`src/rtl/adc_port_pkg.sv`:
```
package adc_port_pkg;
  // Setup word field positions, counted from the MSB that arrives first.
  localparam int SETUP_W    = 14;
  localparam int F_BIPOLAR  = SETUP_W - 1;
  localparam int F_READBACK = SETUP_W - 2;
  localparam int F_READYBIT = SETUP_W - 3;
endpackage

```
`src/rtl/pin_sync.sv`:
```
module pin_sync #(
  parameter int W      = 3,
  parameter int STAGES = 2
) (
  input  logic         clk,
  input  logic         rst,
  input  logic [W-1:0] din,
  output logic [W-1:0] q
);
  logic [W-1:0] st [STAGES];

  always_ff @(posedge clk) begin
    if (rst) st[0] <= '0;
    else     st[0] <= din;
  end

  for (genvar g = 1; g < STAGES; g++) begin : g_stage
    always_ff @(posedge clk) begin
      if (rst) st[g] <= '0;
      else     st[g] <= st[g-1];
    end
  end

  assign q = st[STAGES-1];
endmodule

```
`src/rtl/setup_rx.sv`:
```
module setup_rx #(
  parameter int              CFG_W   = 14,
  parameter logic [CFG_W-1:0] RST_CFG = '0
) (
  input  logic             clk,
  input  logic             rst,
  input  logic             enable,
  input  logic             sck_rise,
  input  logic             sdi,
  input  logic             commit,
  output logic [CFG_W-1:0] cfg_q,
  output logic [CFG_W-1:0] cfg_next
);
  localparam int CNT_W = $clog2(CFG_W + 1);

  logic [CFG_W-1:0] sh;
  logic [CNT_W-1:0] cnt;
  logic             full;

  assign full     = (cnt == CNT_W'(CFG_W));
  assign cfg_next = full ? sh : cfg_q;

  always_ff @(posedge clk) begin
    if (rst) begin
      sh    <= '0;
      cnt   <= '0;
      cfg_q <= RST_CFG;
    end else if (commit) begin
      cfg_q <= cfg_next;
      cnt   <= '0;
    end else if (enable && sck_rise && !full) begin
      sh  <= {sh[CFG_W-2:0], sdi};
      cnt <= cnt + 1'b1;
    end
  end
endmodule

```
`src/rtl/result_coder.sv`:
```
module result_coder #(
  parameter int AIN_W = 18,
  parameter int RES_W = 16
) (
  input  logic signed [AIN_W-1:0] ain,
  input  logic                    bipolar,
  output logic [RES_W-1:0]        code
);
  localparam int UMAX = (1 << RES_W) - 1;
  localparam int BMAX = (1 << (RES_W - 1)) - 1;
  localparam int BMIN = -(1 << (RES_W - 1));

  logic signed [31:0] v;

  always_comb begin
    v = 32'(ain);
    if (bipolar) begin
      if (v > BMAX)      code = RES_W'(BMAX);
      else if (v < BMIN) code = RES_W'(BMIN);
      else               code = v[RES_W-1:0];
    end else begin
      if (v > UMAX)      code = RES_W'(UMAX);
      else if (v < 0)    code = '0;
      else               code = v[RES_W-1:0];
    end
  end
endmodule

```
`src/rtl/out_frame.sv`:
```
module out_frame #(
  parameter int RES_W = 16,
  parameter int CFG_W = 14
) (
  input  logic             clk,
  input  logic             rst,
  input  logic             start,
  input  logic             start_ready,
  input  logic             load,
  input  logic [RES_W-1:0] res,
  input  logic [CFG_W-1:0] cfg_rb,
  input  logic             rb_en,
  input  logic             ready_en,
  input  logic             sck_fall,
  output logic             sdo,
  output logic             sdo_oe
);
  localparam int FW = RES_W + CFG_W + 1;
  localparam int LW = $clog2(FW + 1);

  logic [FW-1:0] sh;
  logic [LW-1:0] left;

  always_ff @(posedge clk) begin
    if (rst) begin
      sh     <= '0;
      left   <= '0;
      sdo    <= 1'b0;
      sdo_oe <= 1'b0;
    end else if (start) begin
      left   <= '0;
      sdo    <= 1'b0;
      sdo_oe <= start_ready;
    end else if (load) begin
      sh     <= ready_en ? {1'b1, res, cfg_rb} : {res, cfg_rb, 1'b0};
      sdo    <= ready_en ? 1'b1 : res[RES_W-1];
      sdo_oe <= 1'b1;
      left   <= LW'(RES_W + (rb_en ? CFG_W : 0) + (ready_en ? 1 : 0));
    end else if (sck_fall && left != '0) begin
      if (left == LW'(1)) begin
        sdo_oe <= 1'b0;
        sdo    <= 1'b0;
        left   <= '0;
      end else begin
        sh   <= sh << 1;
        sdo  <= sh[FW-2];
        left <= left - 1'b1;
      end
    end
  end
endmodule

```
`src/rtl/adc_serial_port.sv`:
```
module adc_serial_port
  import adc_port_pkg::*;
#(
  parameter int                 RES_W       = 16,
  parameter int                 AIN_W       = 18,
  parameter int                 CONV_CYC    = 40,
  parameter int                 SYNC_STAGES = 2,
  parameter logic [SETUP_W-1:0] RST_CFG     = '0
) (
  input  logic                    clk,
  input  logic                    rst,
  input  logic                    cnv,
  input  logic                    sck,
  input  logic                    sdi,
  input  logic signed [AIN_W-1:0] ain,
  output logic                    sdo,
  output logic                    sdo_oe,
  output logic                    busy
);
  localparam int CW = (CONV_CYC > 2) ? $clog2(CONV_CYC) : 1;

  logic [2:0]         pins_s;
  logic [1:0]         prev;
  logic               cnv_rise, sck_rise, sck_fall;
  logic               conv_start, load;
  logic [CW-1:0]      cnt;
  logic [RES_W-1:0]   code_w, res_q;
  logic [SETUP_W-1:0] cfg_act, cfg_next, cfg_conv;

  pin_sync #(.W(3), .STAGES(SYNC_STAGES)) u_sync (
    .clk(clk), .rst(rst), .din({cnv, sck, sdi}), .q(pins_s)
  );

  always_ff @(posedge clk) begin
    if (rst) prev <= '0;
    else     prev <= pins_s[2:1];
  end

  assign cnv_rise   = pins_s[2] & ~prev[1];
  assign sck_rise   = pins_s[1] & ~prev[0];
  assign sck_fall   = ~pins_s[1] & prev[0];
  assign conv_start = cnv_rise & ~busy;
  assign load       = busy && (cnt == '0);

  setup_rx #(.CFG_W(SETUP_W), .RST_CFG(RST_CFG)) u_rx (
    .clk(clk), .rst(rst), .enable(~busy), .sck_rise(sck_rise),
    .sdi(pins_s[0]), .commit(conv_start), .cfg_q(cfg_act), .cfg_next(cfg_next)
  );

  result_coder #(.AIN_W(AIN_W), .RES_W(RES_W)) u_code (
    .ain(ain), .bipolar(cfg_next[F_BIPOLAR]), .code(code_w)
  );

  always_ff @(posedge clk) begin
    if (rst) begin
      busy     <= 1'b0;
      cnt      <= '0;
      res_q    <= '0;
      cfg_conv <= RST_CFG;
    end else if (conv_start) begin
      busy     <= 1'b1;
      cnt      <= CW'(CONV_CYC - 1);
      res_q    <= code_w;
      cfg_conv <= cfg_next;
    end else if (load) begin
      busy <= 1'b0;
    end else if (busy) begin
      cnt <= cnt - 1'b1;
    end
  end

  out_frame #(.RES_W(RES_W), .CFG_W(SETUP_W)) u_out (
    .clk(clk), .rst(rst), .start(conv_start), .start_ready(cfg_next[F_READYBIT]),
    .load(load), .res(res_q), .cfg_rb(cfg_conv), .rb_en(cfg_conv[F_READBACK]),
    .ready_en(cfg_conv[F_READYBIT]), .sck_fall(sck_fall & ~busy),
    .sdo(sdo), .sdo_oe(sdo_oe)
  );
endmodule

```
`config.mk`:
```
export PLATFORM = sky130hd
export DESIGN_NAME = adc_serial_port
export DESIGN_NICKNAME = d
export VERILOG_FILES = /design/src/rtl/adc_port_pkg.sv /design/src/rtl/pin_sync.sv /design/src/rtl/setup_rx.sv /design/src/rtl/result_coder.sv /design/src/rtl/out_frame.sv /design/src/rtl/adc_serial_port.sv
export SDC_FILE = /design/constraint.sdc
export NUM_CORES = 1
export LEC_CHECK = 0
export ABC_AREA = 1
export BUFFER_PORTS_ARGS = -buffer_cell sky130_fd_sc_hd__buf_4
export CORE_ASPECT_RATIO = 1.5
export CORE_MARGIN = 4
export CORE_UTILIZATION = 61
export DETAILED_ROUTE_END_ITERATION = 12
export GPL_ROUTABILITY_DRIVEN = 0
export PLACE_DENSITY = 0.79
export SLEW_MARGIN = 15
export SYNTH_ARGS = -nofsm -noshare
export SYNTH_HDL_FRONTEND = slang
export SYNTH_SLANG_ARGS = --single-unit
export TNS_END_PERCENT = 30
```
`constraint.sdc`:
```
create_clock -name clk -period 1.7 [get_ports clk]
set_input_delay 0.085 -clock clk [delete_from_list [all_inputs] [get_ports clk]]
set_output_delay 0.085 -clock clk [all_outputs]
set_load 0.02 [all_outputs]
```
# After elaboration in Yosys (flattened, before gate mapping)
# Memories as Yosys holds them, arrays and structs flattened.
# Index checks and enable logic that the tools add are counted.
# W data, S select, Z words.
[op_classes] mux=33 addsub=5 n_reduce_logical=19 magnitude_cmp=4 n_eq_ne=4 bitwise_logic=13
[ops] cell="$mux W30" count=4
[ops] cell="$mux W16" count=5
[ops] cell="$gt A18 B16 Y1 const B" count=1
[ops] cell="$gt A18 B17 Y1 const B" count=1
[ops] cell="$lt A18 B1 Y1 const B" count=1
[ops] cell="$lt A18 B16 Y1 const B" count=1
[ops] cell="$mux W6" count=3
[ops] cell="$mux W5" count=3
[ops] cell="$mux W1" count=14
[ops] cell="$mux W14" count=1
[ops] cell="$reduce_and A2 Y1" count=5
[ops] cell="$logic_not A6 Y1" count=1
[ops] cell="$mux W3" count=2
[ops] cell="$not A1 Y1" count=6
[ops] cell="$reduce_bool A2 Y1" count=3
[ops] cell="$reduce_bool A3 Y1" count=2
[ops] cell="$sub A6 B1 Y6 const B" count=1
[ops] cell="$add A5 B5 Y5" count=1
[ops] cell="$add A5 B5 Y5 const A" count=1
[ops] cell="$and A1 B1 Y1" count=5
[ops] cell="$eq A5 B1 Y1 const B" count=1
[ops] cell="$reduce_bool A5 Y1" count=1
[ops] cell="$sub A5 B1 Y5 const B" count=1
[ops] cell="$add A4 B1 Y4 const B" count=1
[ops] cell="8 further kinds" count=13
[word_totals] input_bits=23 ramBits=6 mem_count=1 word_cells=92 out_inout_bits=3 ff_bits=94
[memory_table] name="u_sync.st" words=2 width=3 read_ports=2 rd_ports_with_merged_regs=0 wr=2 line="pin_sync.sv:10" rtl="logic [W-1:0] st [STAGES];"

# Logic depth before layout (Yosys ltp)
# Gate-level depths: netlist (run 1).
# An unclocked memory read counts as a cell.
[depth] word_depth=8 depth_mapped=11 depth_no_buf=10

# Modules after synthesis
# From an unflattened synthesis (run 1), not the netlist that was laid out.
[hier_totals] hier_cells=935 hier_area_um2=6498.7
[by_module_without_submodules] module="out_frame" n_inst=1 seq_area_each_um2=740.7 area_per_inst_um2=2672.6 cells_per_inst=407
[by_module_without_submodules] module="adc_serial_port" n_inst=1 seq_area_each_um2=780.7 area_per_inst_um2=1746.7 cells_per_inst=196
[by_module_without_submodules] module="setup_rx" n_inst=1 seq_area_each_um2=640.6 area_per_inst_um2=1501.4 cells_per_inst=226
[by_module_without_submodules] module="result_coder" n_inst=1 seq_area_each_um2=0.0 area_per_inst_um2=412.9 cells_per_inst=88
[by_module_without_submodules] module="pin_sync" n_inst=1 seq_area_each_um2=120.1 area_per_inst_um2=165.2 cells_per_inst=18

# Worst setup path after synthesis (run 1)
# Ideal clock, no wire load.
[synth_timing] path_type="flip-flop to flip-flop" start="register cnt[0]" end="register u_out.sh[20]" t_arrival_ns=1.379 setup_slack_ns=0.210 synth_period_minus_slack_ns=1.490 setup_time_ns=0.112 stages_incl_launch_ff=10 path_buffers=2 required_ns=1.588 cell_sequence="dfxtp_1 inv_1 ha_1 nand4_1 nand2_2 nand3_4 buf_6 buf_8 nor2_2 nor2_1"
[synth_via] elab_chain_cells=4 elab_cells_between_ends=6 classes_between="eq/ne (1); mux (1); reduce/logical (4)"
[synth_lines] element="start, declared" line="adc_serial_port.sv:26" rtl="logic [CW-1:0] cnt;"
[synth_lines] element="start signal, assigned" line="adc_serial_port.sv:62" rtl="cnt <= CW'(CONV_CYC - 1);"
[synth_lines] element="start signal, assigned" line="adc_serial_port.sv:68" rtl="cnt <= cnt - 1'b1;"
[synth_lines] element="$logic_not A6 Y1 (*)" line="adc_serial_port.sv:43" rtl="assign load = busy && (cnt == '0);"
[synth_lines] element="$logic_and A1 B1 Y1 (*)" line="adc_serial_port.sv:43"
[synth_lines] element="$ne A2 B2 Y1 (no source line) / $reduce_bool A2 Y1 (equally long branches)"
[synth_lines] element="$reduce_and A3 Y1 (no source line)"
[synth_lines] element="end signal, assigned" line="out_frame.sv:35" rtl="sh <= ready_en ? {1'b1, res, cfg_rb} : {res, cfg_rb, 1'b0};"
[synth_lines] element="end signal, assigned" line="out_frame.sv:45" rtl="sh <= sh << 1;"
[synth_lines] element="end, declared" line="out_frame.sv:21" rtl="logic [FW-1:0] sh;"
# Mark *: on every way between the ends. The rest lies on a longest branch, timed or not.
# A chain may end at the register's enable or synchronous reset.

# Final worst setup path (run 1)
[layout_timing] start="register u_rx.cnt[0]" end="register res_q[10]"
[layout_via] elab_chain_cells=3
[layout_lines] element="start, declared" line="setup_rx.sv:17" rtl="logic [CNT_W-1:0] cnt;"
[layout_lines] element="start signal, assigned" line="setup_rx.sv:33" rtl="cnt <= cnt + 1'b1;"
[layout_lines] element="$eq A4 B4 Y1" line="setup_rx.sv:20" rtl="assign full = (cnt == CNT_W'(CFG_W));"
[layout_lines] element="$mux W14" line="setup_rx.sv:21" rtl="assign cfg_next = full ? sh : cfg_q;"
[layout_lines] element="$mux W16" line="result_coder.sv:17" rtl="if (bipolar) begin"
[layout_lines] element="end signal, assigned" line="adc_serial_port.sv:63" rtl="res_q <= code_w;"
[layout_lines] element="end, declared" line="adc_serial_port.sv:27" rtl="logic [RES_W-1:0] code_w, res_q;"
# No other way between the ends.

==> results of run 1 <==
flip-flops by register name, summed over array words and instances (netlist names):
| name | count |
|---|---|
| prev | 2 |
| u_rx.sh | 14 |
| u_out.left | 5 |
| u_rx.cfg_q | 14 |
| res_q | 16 |
| u_sync.st | 6 |
| u_out.sdo_oe | 1 |
| busy | 1 |
| u_rx.cnt | 4 |
| cnt | 6 |
| u_out.sdo | 1 |
| u_out.sh | 30 |
power breakdown:
group	leakage, nW	switching [mW]	internal, mW
logic	1.87	0.329	0.199
registers	0.812	0.0419	2.42
clock network	0.140	0.840	1.19
total	2.82	1.21	3.80
synthesized netlist by cell type:
cell type	instances	share of area
o21bai_1	1	0.0014
nand4_1	8	0.0097
nand2_4	1	0.0022
o21ai_1	3	0.0029
nor2_4	2	0.0043
clkbuf_1	14	0.010
a31oi_1	1	0.0012
clkbuf_2	1	0.00096
nor2_2	14	0.017
inv_2	4	0.0029
ha_1	6	0.014
nor3_1	1	0.00096
inv_4	1	0.0012
inv_1	103	0.075
a21oi_1	53	0.051
a21oi_2	1	0.0017
xor2_1	3	0.0051
and3_1	1	0.0012
dfxtp_1	100	0.39
nand2_1	234	0.17
o211ai_1	1	0.0014
buf_6	4	0.0087
nor2_1	71	0.051
buf_2	13	0.013
o21ai_0	76	0.073
buf_1	4	0.0029
nand3_4	1	0.0034
buf_8	1	0.0029
nand3_1	56	0.054
buf_4	7	0.010
or2_2	1	0.0012
clkinv_1	1	0.00072
nand3_2	3	0.0058
o21ai_4	1	0.0031
nand2_2	5	0.0060
xnor2_1	2	0.0034
metrics by stage:
stage	total power, mW	util	setup WS, ns	std cells
after floorplan	2.89	-	0.210	799
after global placement	3.00	0.668	0.102	905
after detailed placement	3.02	0.668	0.0438	905
after CTS	5.05	0.708	0.0322	924
after global routing	5.22	0.714	-0.0107	927
final	5.01	0.714	0.0930	927
layer usage:
metal / GRT usage / vias up / routed length [µm]
met1: 0.247 / 2248 / 4540
met4: 0.123 / 0 / 299
li1: - / 2527 / -
met5: 0 / - / 0
met2: 0.462 / 101 / 6200
met3: 0.0326 / 20 / 372
cell families (layout without fill, tap and decap cells):
logic type / Yosys count / count (layout) / synth area share
and+or+nand+nor: 398 / 398 / 0.327
xor gates and xnor gates: 5 / 5 / 0.00845
AOI/OAI and AO/OA: 137 / 137 / 0.136
DFF: 100 / 100 / 0.386
buffers and inverters: 153 / 176 / 0.128
adders and majority gates: 6 / 6 / 0.0145
final cells by class:
class	instances	area, µm²
tap	105	131
sequential	100	2010
clock inverter	3	46.3
fill	690	2330
clock buffer	13	250
multi-input combinational	546	2540
inverter	109	412
timing repair buffer	51	440
layout by cell type (no fill, tap or decap), types with 2 or more instances in the layout:
| cell | synthesis | routed |
|---|---|---|
| a21oi_1 | 53 | 53 |
| buf_12 | 0 | 4 |
| buf_4 | 7 | 44 |
| clkbuf_1 | 14 | 3 |
| clkbuf_16 | 0 | 9 |
| dfxtp_1 | 100 | 96 |
| dfxtp_2 | 0 | 4 |
| dlygate4sd3_1 | 0 | 3 |
| ha_1 | 6 | 4 |
| ha_2 | 0 | 2 |
| inv_1 | 103 | 102 |
| inv_2 | 4 | 5 |
| nand2_1 | 234 | 233 |
| nand2_2 | 5 | 6 |
| nand3_1 | 56 | 56 |
| nand3_2 | 3 | 2 |
| nand3_4 | 1 | 2 |
| nand4_1 | 8 | 8 |
| nor2_1 | 71 | 70 |
| nor2_2 | 14 | 15 |
| nor2_4 | 2 | 2 |
| o21ai_0 | 76 | 74 |
| o21ai_1 | 3 | 5 |
| xnor2_1 | 2 | 2 |
| xor2_1 | 3 | 3 |
path summary, 6_finish.rpt:
path	startpoint	end	slack (ns)	cells after the start
min reg2reg	u_sync.st[0][2]	u_sync.st[1][2]	0.41	2
min	rst	u_sync.st[0][0]	0.10	2
max reg2reg	u_rx.cnt[0]	res_q[10]	0.09	10
max	u_rx.cnt[0]	res_q[10]	0.09	10
what timing repair did:
action                                  CTS  global route
hold endpoints to repair                  3             0
resized for setup                         0            12
hold buffers                              3             0
endpoints found under the setup margin    0            57
buffers inserted                          0             3
==> impl_metrics.env, run 1 <==
export IMPL_status="completed"
export IMPL_synthCells=799
export IMPL_tightestPinTransition_ns=0.862
export IMPL_power_leakage_nw=2.82
export IMPL_fp_row_count=40
export IMPL_wl_mm=11.4
export IMPL_grt_overflow=0
export IMPL_dr_pass1_iters=5
export IMPL_layout_drive_gt1_share=0.127
export IMPL_synth_nets=828
export IMPL_ys_ff_latch=100
export IMPL_grt_pass1_wl_mm=20.1
export IMPL_gr_usage_all_layers=0.239
export IMPL_fin_area_mm2=0.00582
export IMPL_ys_seq_area_frac=0.386
export IMPL_cts_tree="done"
export IMPL_clock_fmax_ghz=0.622
export IMPL_htreeDepth=3
export IMPL_diodes=0
export IMPL_die_height_um=121
export IMPL_slew_headroom=0.421
export IMPL_finalHoldViolCount=0
export IMPL_area_growth_pct=12.4
export IMPL_cts_buffers=9
export IMPL_crit_type="reg2reg"
export IMPL_cts_sinks=100
export IMPL_critPathMaxStageDelay_ns=0.33
export IMPL_period_minus_slack_ns=1.61
export IMPL_grt_max_degree=51
export IMPL_holdWs_ns=0.103
export IMPL_clkTransAtPathRegs_ns=0.06
export IMPL_vias_per_cell=5.28
export IMPL_drcViolationCount=0
export IMPL_final_period_utilization=0.945
export IMPL_port_buffers=25
export IMPL_clock_path_buffers=2
export IMPL_cp_cell_sequence="inv_1 > ha_2 > nand3_4 > o21ai_4 > nor2_4 > buf_4 > nand2_1 > nand3_1 > nand2_1 > inv_1"
export IMPL_hp_class="in2reg"
export IMPL_start_kind="flop"
export IMPL_clockRootBuffer="clkbuf_16"
export IMPL_dpl_instance_area_mm2=0.00545
export IMPL_wl_per_cell_um=12.3
export IMPL_antenna_found_initial=0
export IMPL_fin_worst_skew_ns=0.00543
export IMPL_drt_iter0_drc=254
export IMPL_ir_drop_uv=831
export IMPL_rsz0062_at_grt="true"
export IMPL_maxCapViolations=0
export IMPL_drtAntennaViolNets=0
export IMPL_synth_area_mm2=0.00518
export IMPL_die_x_um=83.3
export IMPL_grt_pass1_vias=4887
export IMPL_initial_utilization=0.635
export IMPL_finalSetupViolCount=0
export IMPL_worstPathArrival_ns=1.85
export IMPL_path_buf_inv=3
export IMPL_crit_slowest_cell="dfxtp_2"
export IMPL_crit_path_end_kind="flop"
export IMPL_slew_viol_final=0
export IMPL_setup_tns_ns=0
export IMPL_synth_cell_type_count=36
export IMPL_clk_latency_ns=0.34
export IMPL_cp_max_fo=6
export IMPL_critPathRequiredTime_ns=1.94
export IMPL_vias=4896
export IMPL_io_pins=26
export IMPL_core_area_mm2=0.00816
export IMPL_final_nets=846
export IMPL_power_density_mw_per_mm2=861
export IMPL_place_hpwl_mm=7.96
export IMPL_synth_avg_cell_area_um2=6.49
export IMPL_dieArea_mm2=0.0101
export IMPL_synth_warnings=0
export IMPL_cpLargestDelayFamily="simple AND/OR/NAND/NOR gates"
No activity file was read; power rests on OpenSTA's default activity.
==> run 2, diff against run 1 <==
CORE_UTILIZATION = 63   (was 61)
PLACE_DENSITY = 0.81   (was 0.79)
SYNTH_HIERARCHICAL = 1   (was unset)
==> run 2 against run 1 <==
  * The flow now finishes with violations (negative setup slack)
  * Wire length grew 30%
  * Hold slack lost 0.040 ns
  * Setup slack lost 0.098 ns
  * Critical endpoint is now u_out/sh[17]
  * Utilization grew 5.9 points
  * Sequential share of layout area shrank 5.1 points
  * Register-to-register slack lost 0.098 ns
  * Final cell count grew 19%
  * Global-route usage grew 0.20 points
  * Clock power grew 85%
==> impl_metrics.env, run 2 <==
export IMPL_synth_largest_area_cell="dfxtp_1"
export IMPL_largest_register="u_out/sh"
export IMPL_synth_area_leaders="dfxtp_1 35%, nand2_1 18%, nor2_1 5.1%, inv_1 5.0%, nand3_2 4.3%"
export IMPL_ys_flop_type="dfxtp_1"
export IMPL_clock_fmax_ghz=0.587
export IMPL_crit_path_end_kind="flop"
export IMPL_start_kind="flop"
export IMPL_holdWs_ns=0.0629
export IMPL_synth_edff_count=0
export IMPL_wl_mm=14.9
export IMPL_final_period_utilization=1.00
export IMPL_hp_class="in2reg"
export IMPL_grt_max_degree=35
export IMPL_tightestPinTransition_ns=0.976
export IMPL_grt_pass1_vias=5401
export IMPL_finalHoldViolCount=0
export IMPL_htreeDepth=4
export IMPL_synth_avg_cell_area_um2=6.95
export IMPL_fin_ws_ns=-0.00474
export IMPL_reg_largest_list="u_out/sh x30, res_q x16"
export IMPL_slew_viol_final=0
export IMPL_final_cell_mix="307 x nand2_1, 111 x dfxtp_1, 86 x nor2_1"
export IMPL_cts_buffers=17
export IMPL_clk_latency_ns=0.41
export IMPL_synth_nets=965
export IMPL_crit_slowest_cell="dfxtp_1"
export IMPL_synth_warnings=6
export IMPL_grt_overflow=0
export IMPL_utilization=0.773
export IMPL_dieArea_mm2=0.0120
export IMPL_diodes=0
export IMPL_antenna_found_initial=0
export IMPL_slew_headroom=0.349
export IMPL_path_buf_inv=3
export IMPL_die_x_um=90.9
export IMPL_netlist_area_leader_share=0.351
export IMPL_ir_drop_uv=810
export IMPL_cp_cell_sequence="inv_2 > ha_4 > nand3_4 > nor2_4 > inv_4 > clkbuf_16 > nand2_1 > a21boi_1 > nand3_2 > nand2_1 > nor2_1"
export IMPL_ys_async_sr_fraction=0
export IMPL_io_pins=26
export IMPL_cts_sinks=114
export IMPL_status="finished, violations left"
export IMPL_wl_per_cell_um=13.4
export IMPL_vias=5845
export IMPL_cp_max_fo=14
export IMPL_synthCells=935
export IMPL_cp_common_cell="nand2_1"
export IMPL_area_growth_pct=19.9
export IMPL_critPathMaxStageDelay_ns=0.32
export IMPL_place_hpwl_mm=9.03
export IMPL_layout_drive_gt1_share=0.257
export IMPL_power_density_mw_per_mm2=965
export IMPL_critPathRequiredTime_ns=2.01
export IMPL_largest_reg_flops=30
export IMPL_fp_row_count=45
export IMPL_yosys_top_cells_count="312 x nand2_1, 114 x dfxtp_1, 89 x nor2_1"
export IMPL_fillers=698
export IMPL_clockRootBuffer="clkbuf_16"
export IMPL_final_common_cell="nand2_1"
export IMPL_cpLargestDelayFamily="simple AND/OR/NAND/NOR gates"
export IMPL_finalSetupViolCount=1
export IMPL_power_leakage_nw=3.50
export IMPL_drtAntennaViolNets=0
export IMPL_dr_pass1_iters=6
export IMPL_initial_utilization=0.645
export IMPL_worstPathArrival_ns=2.01
export IMPL_drcViolationCount=0
export IMPL_die_height_um=132
export IMPL_maxCapViolations=0
export IMPL_port_buffers=25
export IMPL_drt_iter0_drc=344
export IMPL_synth_area_mm2=0.00650
export IMPL_synthMostInstantiatedCell="nand2_1"
export IMPL_ys_seq_area_frac=0.351
export IMPL_grt_pass1_wl_mm=24.4
export IMPL_clock_path_buffers=2
export IMPL_final_nets=1006
export IMPL_register_area_mm2=0.00229
export IMPL_vias_per_cell=5.28
export IMPL_synth_cell_type_count=35
export IMPL_core_area_mm2=0.0101
export IMPL_clkTransAtPathRegs_ns=0.05
export IMPL_gr_usage_all_layers=0.241
export IMPL_period_minus_slack_ns=1.70
export IMPL_cts_tree="done"
export IMPL_crit_type="reg2reg"
export IMPL_violations="negative setup slack"
export IMPL_fin_worst_skew_ns=0.00555
export IMPL_multi_input_area_mm2=0.00358
export IMPL_rsz0062_at_grt="true"
export IMPL_ys_ff_latch=114
run 2: cell count changes in the layout (fill, tap and decap cells not counted), sizes merged, moves of 4 or more:
| cell | previous run | this run |
|---|---|---|
| buf | 48 | 64 |
| nor2 | 87 | 97 |
| dfxtp | 100 | 114 |
| inv | 108 | 94 |
| nand2 | 240 | 357 |
| nand4 | 8 | 4 |
| o21ai | 80 | 52 |
| clkinv | 2 | 6 |
| a21oi | 54 | 73 |
| nand3 | 60 | 48 |
| clkbuf | 13 | 27 |
| a21boi | 0 | 30 |
run 2: stage by stage:
step | cell area [µm²] | TNS [ns] | instances | worst slack, ns | power [mW]
4_1_cts | 7460 | 0 | 1093 | 0.00404 | 7.45
3_5_place_dp | 6790 | 0 | 1056 | 0.0664 | 3.72
3_3_place_gp | 6790 | 0 | 1056 | 0.102 | 3.70
6_report | 7790 | -0.00474 | 1106 | -0.00474 | 7.52
5_1_grt | 7790 | -1.65 | 1106 | -0.0942 | 7.79
2_1_floorplan | 6530 | 0 | 935 | 0.00809 | 3.52
run 2: repair_timing:
item | CTS | global route
resized for setup | 0 | 52
endpoints found under the hold margin | 6 | 0
setup buffers | 1 | 7
gates cloned | 0 | 6
pin swaps | 0 | 8
setup endpoints to repair | 1 | 47
hold buffers | 4 | 0
run 2: cells by family after synthesis:
group	count (synthesis)	share of synthesized area
AO/OA/AOI/OAI	158	0.154
flip-flops	114	0.351
AND/OR/NAND/NOR	506	0.358
buffers and inverters	147	0.119
adder cells (fa/ha/maj)	7	0.0135
XOR/XNOR	3	0.00404
run 2: final timing paths:
kind,slack [ns],cells past startpoint,from,end
worst max-delay path,-0.005,11,cnt[1],u_out/sh[17]
worst max register to register,-0.005,11,cnt[1],u_out/sh[17]
worst min register to register,0.41,2,u_sync/st[0][1],u_sync/st[1][1]
worst min-delay path,0.06,5,ain[13],res_q[13]
run 2: routing by layer:
metal / track usage / part of all wire / vias to the layer above / wire [µm]
met5: 0 / 0 / - / 0
met1: 0.292 / 0.42 / 2663 / 6220
met3: 0.0503 / 0.043 / 37 / 633
li1: - / - / 3003 / -
met2: 0.419 / 0.52 / 142 / 7680
met4: 0.0864 / 0.023 / 0 / 336
run 2: final cells by class:
| cell class | instances | share of cell area |
|---|---|---|
| Multi-Input combinational cell | 675 | 0.460 |
| Clock buffer | 22 | 0.0596 |
| Tap cell | 117 | 0.0188 |
| Timing Repair Buffer | 73 | 0.100 |
| Sequential cell | 114 | 0.294 |
| Inverter | 95 | 0.0477 |
| Clock inverter | 10 | 0.0201 |
run 2: where the power goes:
group          leakage (nW)  switching [mW]  internal, mW  total, mW
registers             0.926          0.0700          2.77       2.84
logic                  2.27           0.537         0.404      0.941
clock network         0.304            1.22          2.52       3.74
run 2: worst min-delay path: stages:
cell,delay [ns]
buf_4,0.09
o21ai_0,0.06
nand2_1,0.06
nand2_1,0.06
a21oi_2,0.10
==> run 3, diff against run 2 <==
CELL_PAD_IN_SITES_DETAIL_PLACEMENT = 1   (was unset)
CELL_PAD_IN_SITES_GLOBAL_PLACEMENT = 2   (was unset)
CORE_UTILIZATION = 36   (was 63)
PLACE_DENSITY = unset   (was 0.81)
PLACE_DENSITY_LB_ADDON = 0.1   (was unset)
SETUP_SLACK_MARGIN = 0.2   (was unset)
==> run 3 against run 2 <==
  * The run now ends clean
  * Sequential share of layout area down 2.0 points
  * Power decreased by 0.68%
  * Count of clock-buffer cells in the layout decreased by 3
  * Wire length is 27% higher
  * Sequential cell count is the same
  * Clock power fell by 6.4%
  * Critical path type unchanged
  * Setup slack improved by 0.0089 ns
==> impl_metrics.env, run 3 (synthesis gave the netlist of run 2 again) <==
export IMPL_layout_drive_gt1_share=0.307
export IMPL_worstPathArrival_ns=2.05
export IMPL_fp_row_count=59
export IMPL_power_leakage_nw=3.71
export IMPL_sw_frac_of_total=0.279
export IMPL_dp_cells=1152
export IMPL_dpl_instance_area_mm2=0.00695
export IMPL_fin_ws_ns=0.00412
export IMPL_dpl_worst_slack_ns=-0.0539
export IMPL_rrSetupSlack_ns=0.004
export IMPL_grt_pass1_wl_mm=30.5
export IMPL_finalSetupViolCount=0
export IMPL_cpLargestDelayFamily="buffers and inverters"
export IMPL_crit_start="cnt[1]"
export IMPL_reg2regPathDepth=12
export IMPL_htreeDepth=4
export IMPL_utilization=0.477
export IMPL_intPower_mw=5.39
export IMPL_cts_sinks=114
export IMPL_drtAntennaViolNets=0
export IMPL_power_density_mw_per_mm2=891
export IMPL_grt_pass1_vias=6305
export IMPL_die_height_um=173
export IMPL_clk_latency_ns=0.42
export IMPL_final_period_utilization=0.998
export IMPL_cp_max_fo=7
export IMPL_grt_overflow=0
export IMPL_net_switching_power_mw=2.08
export IMPL_tightestPinTransition_ns=0.557
export IMPL_r2r_start="cnt[1]"
export IMPL_cp_cell_sequence="inv_2 > ha_4 > nand3_4 > nor2_4 > clkinv_4 > nand3_4 > nand2_4 > clkinv_8 > buf_8 > clkbuf_16 > a21oi_1 > nor2_1"
export IMPL_dr_pass1_iters=6
export IMPL_io_pins=26
export IMPL_comb_power_share=0.150
export IMPL_final_nets=1034
export IMPL_period_minus_slack_ns=1.70
export IMPL_clockRootBuffer="clkbuf_16"
export IMPL_drt_iter0_drc=237
export IMPL_largest_reg_flops=30
export IMPL_place_hpwl_mm=12.1
export IMPL_worst_path_stages=12
export IMPL_drcViolationCount=0
export IMPL_r2r_end="u_out/sh[20]"
export IMPL_grt_max_degree=35
export IMPL_clockPowerShare=0.469
export IMPL_maxCapViolations=0
export IMPL_cts_tree="done"
export IMPL_antenna_found_initial=0
export IMPL_die_x_um=118
export IMPL_cts_buffers=17
export IMPL_wl_met1_mm=8.17
export IMPL_final_cell_mix="302 x nand2_1, 109 x dfxtp_1, 86 x nor2_1"
export IMPL_crit_type="reg2reg"
export IMPL_ir_drop_uv=588
export IMPL_holdWs_ns=0.0639
export IMPL_critPathMaxStageDelay_ns=0.32
export IMPL_start_kind="flop"
export IMPL_dieArea_mm2=0.0203
export IMPL_wl_met2_mm=10.2
export IMPL_top_layer_used="met4"
export IMPL_vias_per_cell=4.92
export IMPL_clkTransAtPathRegs_ns=0.06
export IMPL_met3WireLength_um=373
export IMPL_area_growth_pct=28.9
export IMPL_initial_utilization=0.370
export IMPL_gr_usage_all_layers=0.180
export IMPL_core_area_mm2=0.0176
export IMPL_wl_per_cell_um=15.4
export IMPL_crit_slowest_cell="dfxtp_2"
export IMPL_cp_common_cell="nand3_4"
export IMPL_slew_viol_final=0
export IMPL_port_buffers=25
export IMPL_wl_mm=18.9
export IMPL_clock_fmax_ghz=0.590
export IMPL_endpoint="u_out/sh[20]"
export IMPL_largest_register="u_out/sh"
export IMPL_fin_worst_skew_ns=0.0101
export IMPL_critPathRequiredTime_ns=2.06
export IMPL_clock_path_buffers=2
export IMPL_fin_area_mm2=0.00838
export IMPL_diodes=0
export IMPL_final_cells=1230
export IMPL_finalHoldViolCount=0
export IMPL_final_common_cell="nand2_1"
export IMPL_crit_path_end_kind="flop"
export IMPL_hp_class="in2reg"
export IMPL_vias=6046
export IMPL_slew_headroom=0.629
export IMPL_path_buf_inv=5
export IMPL_status="completed"
export IMPL_rsz0062_at_grt="true"
export IMPL_reg_largest_list="u_out/sh x30, res_q x16"
export IMPL_p_seq_frac=0.381
==> run 3: changes by cell type in the layout (fill, tap and decap cells not counted), moves of 4 or more <==
cell       previous run  this run
a21oi_1              39        28
a21oi_2              33        44
nand2_2              44        48
inv_6                 0         4
a21boi_1             21        11
a21boi_2              8        16
clkbuf_16            22        28
buf_4                50        65
nand2_1             307       302
==> run 3: routing by layer <==
layer | vias up | global-route usage
met4 | 0 | 0.0557
met3 | 18 | 0.0317
met1 | 2900 | 0.215
met5 | - | 0
met2 | 69 | 0.328
li1 | 3059 | -
==> run 3: worst min-delay path by stage <==
stage,to,cells after the start,startpoint,slack (ns)
floorplan,u_sync/st[0][0],1,rst,0.16
global placement,u_sync/st[0][1],3,sck,0.30
detailed placement,u_sync/st[0][1],3,sck,0.30
CTS,res_q[5],5,ain[5],0.06
global route,res_q[10],5,ain[10],0.07
finish,res_q[10],5,ain[10],0.06
==> run 3: worst register-to-register path, stage by stage (launching register included) <==
cell and delay, ns:
dfxtp_2 0.32, inv_2 0.07, ha_4 0.15, nand3_4 0.07
nor2_4 0.18, clkinv_4 0.13, nand3_4 0.12, nand2_4 0.08
clkinv_8 0.10, buf_8 0.13, clkbuf_16 0.16, a21oi_1 0.06
nor2_1 0.08
==> run 3: area by class of cell <==
cell class	instances	area, µm²
tap	213	267
clock buffer	19	453
clock inverter	13	126
timing repair buffer	99	1150
sequential	114	2290
fill	2216	9190
multi-input combinational	677	3710
inverter	95	377
==> run 3: what timing repair did <==
| item | 4_1_cts | 5_1_grt |
|---|---|---|
| gates resized for setup | 21 | 49 |
| buffers inserted | 16 | 10 |
| pin swaps | 4 | 18 |
| hold buffers | 4 | 0 |
| cloned | 3 | 13 |
| setup endpoints to repair | 70 | 85 |
| hold endpoints to repair | 4 | 0 |
==> run 3: power by group through the flow <==
stage                     clock (mW)  sequential (mW)  combinational, mW
after global placement             0             2.89              0.850
after global routing            3.73             2.86               1.24
after CTS                       3.59             2.84              0.970
final                           3.50             2.85               1.12
after detailed placement           0             2.90              0.884
after floorplan                    0             2.88              0.658
==> run 3: metrics by stage <==
step	TNS, ns	total power, mW
floorplan	0	3.54
global placement	0	3.74
global route	-3.03	7.82
CTS	0	7.40
detailed placement	-0.583	3.78
finish	0	7.47
